===== src/rtl/ins_dec_pkg.sv =====
package ins_dec_pkg;
    localparam int INSN_W  = 16;
    localparam int NIB_W   = 4;
    localparam int IMM_W   = 8;
    localparam int GRP_W   = 4;
    localparam int NREGF   = INSN_W / NIB_W - 1;

    typedef logic [NIB_W-1:0] nib_t;

    typedef enum logic [GRP_W-1:0] {
        GRP_NOP    = 4'd0,
        GRP_UNARY  = 4'd1,
        GRP_BINARY = 4'd2,
        GRP_TRIPLE = 4'd3,
        GRP_FLOW   = 4'd4,
        GRP_LOAD   = 4'd5,
        GRP_STORE  = 4'd6,
        GRP_CALL   = 4'd7,
        GRP_RET    = 4'd8,
        GRP_POP    = 4'd9,
        GRP_PUSH   = 4'd10
    } grp_e;

    typedef struct packed {
        logic wr_en;
        logic wr_c;
        logic wr_a;
        logic mem_rd;
        logic mem_wr;
        logic pc_redir;
        logic sp_upd;
        logic rd_c;
    } ctrl_t;

    typedef struct packed {
        nib_t             fn;
        nib_t             rc;
        nib_t             rb;
        nib_t             ra;
        logic [IMM_W-1:0] imm;
        grp_e             grp;
        ctrl_t            ctrl;
    } dec_t;

    function automatic ctrl_t grp_ctrl(input grp_e g);
        ctrl_t c;
        c = '0;
        unique case (g)
            GRP_UNARY, GRP_BINARY: c.wr_c = 1'b1;
            GRP_TRIPLE: begin c.wr_c = 1'b1; c.rd_c = 1'b1; end
            GRP_FLOW:   begin c.pc_redir = 1'b1; c.rd_c = 1'b1; end
            GRP_LOAD:   begin c.wr_c = 1'b1; c.mem_rd = 1'b1; end
            GRP_STORE:  begin c.mem_wr = 1'b1; c.rd_c = 1'b1; end
            GRP_CALL:   begin
                c.wr_a = 1'b1; c.mem_wr = 1'b1; c.pc_redir = 1'b1;
                c.sp_upd = 1'b1; c.rd_c = 1'b1;
            end
            GRP_RET:    begin
                c.wr_a = 1'b1; c.mem_rd = 1'b1; c.pc_redir = 1'b1; c.sp_upd = 1'b1;
            end
            GRP_POP:    begin
                c.wr_c = 1'b1; c.wr_a = 1'b1; c.mem_rd = 1'b1; c.sp_upd = 1'b1;
            end
            GRP_PUSH:   begin
                c.wr_a = 1'b1; c.mem_wr = 1'b1; c.sp_upd = 1'b1; c.rd_c = 1'b1;
            end
            default: c = '0;
        endcase
        c.wr_en = c.wr_c | c.wr_a;
        return c;
    endfunction
endpackage


===== src/rtl/ins_dec_fields.sv =====
module ins_dec_fields
    import ins_dec_pkg::*;
(
    input  logic [INSN_W-1:0] word,
    output nib_t              fn,
    output nib_t              rnum [NREGF],
    output logic [IMM_W-1:0]  imm
);
    assign fn  = word[INSN_W-1 -: NIB_W];
    assign imm = word[IMM_W-1:0];

    for (genvar i = 0; i < NREGF; i++) begin : g_rnum
        assign rnum[i] = word[i*NIB_W +: NIB_W];
    end
endmodule


===== src/rtl/ins_dec_group.sv =====
module ins_dec_group
    import ins_dec_pkg::*;
(
    input  nib_t fn,
    input  nib_t sub,
    output grp_e grp
);
    always_comb begin
        grp = GRP_NOP;
        if (fn == '0) begin
            unique case (sub)
                4'd1:  grp = GRP_LOAD;
                4'd2:  grp = GRP_STORE;
                4'd3:  grp = GRP_CALL;
                4'd4:  grp = GRP_RET;
                4'd5, 4'd6: grp = GRP_FLOW;
                4'd9, 4'd10, 4'd11, 4'd12, 4'd13: grp = GRP_UNARY;
                4'd14: grp = GRP_POP;
                4'd15: grp = GRP_PUSH;
                default: grp = GRP_NOP;
            endcase
        end else if (fn >= 4'd12) begin
            grp = GRP_TRIPLE;
        end else begin
            grp = GRP_BINARY;
        end
    end
endmodule


===== src/rtl/ins_dec_pipe.sv =====
module ins_dec_pipe
    import ins_dec_pkg::*;
(
    input  logic clk,
    input  logic rst,
    input  logic in_valid,
    output logic in_ready,
    input  dec_t in_dec,
    output logic out_valid,
    input  logic out_ready,
    output dec_t out_dec
);
    logic vld_q;
    dec_t dec_q;

    assign in_ready = !vld_q || out_ready;

    always_ff @(posedge clk) begin
        if (rst) begin
            vld_q <= 1'b0;
        end else if (in_ready) begin
            vld_q <= in_valid;
        end
    end

    always_ff @(posedge clk) begin
        if (rst) begin
            dec_q <= '0;
        end else if (in_valid && in_ready) begin
            dec_q <= in_dec;
        end
    end

    assign out_valid = vld_q;
    assign out_dec   = dec_q;
endmodule


===== src/rtl/ins_dec_top.sv =====
module ins_dec_top
    import ins_dec_pkg::*;
(
    input  logic              clk,
    input  logic              rst,
    input  logic              in_valid,
    output logic              in_ready,
    input  logic [INSN_W-1:0] in_word,
    output logic              out_valid,
    input  logic              out_ready,
    output logic [NIB_W-1:0]  out_fn,
    output logic [NIB_W-1:0]  out_rc,
    output logic [NIB_W-1:0]  out_rb,
    output logic [NIB_W-1:0]  out_ra,
    output logic [IMM_W-1:0]  out_imm,
    output logic [GRP_W-1:0]  out_grp,
    output logic              out_wr_en,
    output logic              out_wr_c,
    output logic              out_wr_a,
    output logic              out_mem_rd,
    output logic              out_mem_wr,
    output logic              out_pc_redir,
    output logic              out_sp_upd,
    output logic              out_rd_c
);
    nib_t             fn;
    nib_t             rnum [NREGF];
    logic [IMM_W-1:0] imm;
    grp_e             grp;
    dec_t             dec_d;
    dec_t             dec_q;

    ins_dec_fields u_fields (
        .word (in_word),
        .fn   (fn),
        .rnum (rnum),
        .imm  (imm)
    );

    ins_dec_group u_group (
        .fn  (fn),
        .sub (rnum[1]),
        .grp (grp)
    );

    always_comb begin
        dec_d.fn   = fn;
        dec_d.rc   = rnum[2];
        dec_d.rb   = rnum[1];
        dec_d.ra   = rnum[0];
        dec_d.imm  = imm;
        dec_d.grp  = grp;
        dec_d.ctrl = grp_ctrl(grp);
    end

    ins_dec_pipe u_pipe (
        .clk       (clk),
        .rst       (rst),
        .in_valid  (in_valid),
        .in_ready  (in_ready),
        .in_dec    (dec_d),
        .out_valid (out_valid),
        .out_ready (out_ready),
        .out_dec   (dec_q)
    );

    assign out_fn       = dec_q.fn;
    assign out_rc       = dec_q.rc;
    assign out_rb       = dec_q.rb;
    assign out_ra       = dec_q.ra;
    assign out_imm      = dec_q.imm;
    assign out_grp      = dec_q.grp;
    assign out_wr_en    = dec_q.ctrl.wr_en;
    assign out_wr_c     = dec_q.ctrl.wr_c;
    assign out_wr_a     = dec_q.ctrl.wr_a;
    assign out_mem_rd   = dec_q.ctrl.mem_rd;
    assign out_mem_wr   = dec_q.ctrl.mem_wr;
    assign out_pc_redir = dec_q.ctrl.pc_redir;
    assign out_sp_upd   = dec_q.ctrl.sp_upd;
    assign out_rd_c     = dec_q.ctrl.rd_c;
endmodule


===== config.mk =====
export PLATFORM = sky130hd
export DESIGN_NAME = ins_dec_top
export DESIGN_NICKNAME = d
export VERILOG_FILES = /design/src/rtl/ins_dec_pkg.sv /design/src/rtl/ins_dec_fields.sv /design/src/rtl/ins_dec_group.sv /design/src/rtl/ins_dec_pipe.sv /design/src/rtl/ins_dec_top.sv
export SDC_FILE = /design/constraint.sdc
export NUM_CORES = 1
export LEC_CHECK = 0
export ABC_AREA = 1
export BUFFER_PORTS_ARGS = -buffer_cell sky130_fd_sc_hd__clkbuf_2
export CORE_ASPECT_RATIO = 0.8
export CORE_MARGIN = 4
export CORE_UTILIZATION = 40
export CTS_CLUSTER_DIAMETER = 200
export CTS_CLUSTER_SIZE = 30
export DETAILED_ROUTE_END_ITERATION = 6
export PLACE_DENSITY_LB_ADDON = 0.2
export SYNTH_ARGS = -nofsm -noshare
export SYNTH_HDL_FRONTEND = slang
export SYNTH_HIERARCHICAL = 1
export SYNTH_SLANG_ARGS = --single-unit

===== constraint.sdc =====
create_clock -name clk -period 1.7 [get_ports clk]
set_input_delay 0.085 -clock clk [delete_from_list [all_inputs] [get_ports clk]]
set_output_delay 0.085 -clock clk [all_outputs]
set_load 0.05 [all_outputs]

==> out/qor.txt <==
# Max-Cap Violations = 0
Avg Synthesized Cell Area = 6.514 µm²
total standard cell area after synthesis = 0.002150 mm²
endpoint kind of the worst setup timing path = output port
GR Layer Usage met1 = 17.47%
Fill cells = 578
worst hold path class = primary input to flip-flop
top area cells in the synthesized netlist = dfxtp_1 34%, nand2_1 11%, a21oi_1 9.3%
Min Hold Slack = 0.1033 ns
Pre-Repair DR Iteration Count = 4
vertical extent of the die = 73.57 µm
portion of the clock cycle consumed by the worst path in the final layout = 81.91%
horizontal extent of the die = 89.96 µm
power density normalized to cell area = 903.9 mW/mm²
actual slew at the worst max-slew pin = 0.5297 ns
most used routing layer in global routing = met2
leakage power = 1.352 nW
pin count of the biggest net entering global routing = 75
worst path buffer plus inverter count = 2
Avg WL per Cell = 10.66 µm
H-tree lvl count = 2
start point of the critical path = u_pipe/out_valid
setup ws final = 0.3076 ns
type of the worst setup path = flip-flop to output port
Crit path largest cell delay = 0.34 ns
number of input and output port buffers inserted = 57
clock transition at the registers of the reported paths = 0.07 ns
GRT Residual Overflow = 0
worst setup skew after layout = 0.004637 ns
cell breakdown of the critical path = nand2_2 -> buf_12 -> clkbuf_2
proportion of synthesized chip area in sequential cells = 34.46%
number of antenna violations at the first check in global routing = 0
hold path depth = 5
crit path max-delay cell type = clkbuf_2
highest clock rate = 718.2 MHz
first-pass GRT wire length = 7.928 mm
portion of synthesized cell area occupied by the leading cell type = 34.46%
number of clock buffers inserted by TritonCTS = 5
final weighted congestion of routability-driven global placement = 0.8112
setup slack of the most critical reg-to-reg path = 0.65 ns
number of enable-type register cells in the synthesized netlist = 0
DIE AREA = 0.006618 mm²
number of antenna cells inserted = 0
Root Driver = clkbuf_8
drc violations = 0
number of buffers between clock root and the deepest sink = 2
Final HPWL DP = 3.227 mm
worst setup slack before clock tree synthesis = 0.02404 ns
TritonCTS clock tree = yes
hold path startpoint = in_word[11]
via count of the first global-routing pass = 1813
count of final hold-check violations = 0
run status = complete, no violations
fraction of layout instances using a drive strength above 1 = 22.87%
maximum resistive drop on vdd = 0.0004739 V
Synth cell types = 19
cell accounting for the most synthesized area = dfxtp_1
Placeable Area = 0.005094 mm²
clock tree sinks = 37
number of cells on the worst reg-to-reg path = 5
total of flip-flops plus latches after synthesis = 37
final-stage net count = 386
CP startpoint kind = flip-flop
arrival time at the worst endpoint = 1.31 ns
fraction of registers with async set/reset = 0%
Post-Route WL = 4.529 mm
RSZ-0062 raised after global routing = false
vias = 1947
initial core utilization = 42.20%
final critical path time including I/O delays and setup = 1.392 ns
placement row count = 23
First DRT Iteration DRCs = 94
insertion delay of the later-clocked pin in the worst-skew pair = 0.29 ns
number of warnings reported in the yosys synthesis log = 6
worst flop-to-flop path endpoint = u_pipe/out_dec[5]
predominant post-synthesis flop cell = dfxtp_1
met3 track demand over resource in global routing = 4.197%
io pins = 58
area added between synthesis and finish = 12.11%
Setup Buffers After CTS = 0
final setup fails = 0
most common cell after layout, fill and taps aside = nand2_1
post-route antenna net violation count = 0
leading cell types in the layout, fill and taps excluded = 60 x nand2_1, 57 x clkbuf_2, 48 x inv_1
worst hold path endpoint = u_pipe/out_dec[31]
cell family with the largest share of critical-path delay = buffers and inverters
nets in the synthesized netlist = 353
number of cells on the critical path = 3
final-layout setup total negative slack = 0 ns
synthesized instance count = 330
GRT Overall Usage = 14.57%
required time at the worst-slack endpoint = 1.62 ns
met2 routing resource usage after global routing = 25.17%
worst slew margin relative to its limit = 64.69%
critical path fanouts, max = 74
start of the worst register-to-register path = u_pipe/out_valid
via-per-instance ratio = 4.581
count of final max-slew check failures = 0
-- worst max path at each step --
stage                              endpoint  slack (ns)
final                              in_ready        0.31
after global routing      u_pipe/out_dec[2]        0.11
after CTS                          in_ready        0.28
after detailed placement  u_pipe/out_dec[5]        0.02
after global placement    u_pipe/out_dec[1]        0.04
after floorplan           u_pipe/out_dec[5]        0.11
-- logic make-up after synthesis --
| family | count (synthesis) | synth area share (%) |
|---|---|---|
| AOI/OAI and AO/OA | 44 | 10.36 |
| adders and majority gates | 3 | 1.746 |
| buffers and inverters | 98 | 24.56 |
| DFF | 37 | 34.46 |
| and+or+nand+nor | 148 | 28.87 |
-- metal layers --
layer | up-vias | wire [µm] | share of wire (%)
met5 | - | 0 | 0
met2 | 44 | 1972 | 44
li1 | 1058 | - | -
met1 | 838 | 2275 | 50
met3 | 7 | 215 | 4.7
met4 | 0 | 65 | 1.4
-- Yosys cell counts (2+ instances only) --
library cell and instances:
nand2_1 61, inv_1 48, nor2_1 42, a21oi_1 40
nand3_1 40, dfxtp_1 37, buf_4 25, buf_2 11
buf_6 7, inv_2 6, ha_1 3, nand4_1 2
o21ai_0 2
-- state kept, by name, summed over array words and instances, names as in the netlist --
signal            cells
u_pipe/out_valid      1
u_pipe/out_dec       36
-- timing repair --
action,in CTS,in global routing
hold buffers,1,0
endpoints found under the hold margin,1,0
gates resized for setup,0,0
-- per-stage QoR --
step | area (µm²) | power (mW) | std cells | utilization [%]
final | 2410 | 2.178 | 425 | 47.31
after global routing | 2410 | 2.303 | 425 | 47.31
after CTS | 2410 | 2.216 | 425 | 47.31
after detailed placement | 2313 | 1.583 | 417 | 45.42
after global placement | 2313 | 1.579 | 417 | 45.42
after floorplan | 2150 | 1.487 | 330 | -
-- worst min-delay path: cells and delay by family --
family,cells,cell delay (ns)
buffers and inverters,2,0.12
AND/OR/NAND/NOR,3,0.14
-- report_power, final --
group          switching [mW]  leakage (nW)  internal (mW)
registers              0.0317         0.307          0.933
clock network           0.297        0.0443          0.322
logic                   0.431          1.00          0.165
total                   0.759          1.35           1.42
-- final cells by class --
type | count | area (µm²) | area share [%]
Multi-Input combinational cell | 195 | 883.3 | 36.66
Sequential cell | 37 | 740.7 | 30.74
Timing Repair Buffer | 69 | 415.4 | 17.24
Inverter | 55 | 206.4 | 8.567
Clock buffer | 7 | 86.33 | 3.583
Tap cell | 62 | 77.57 | 3.219
Note: power is estimated with default switching activity, not from simulation.
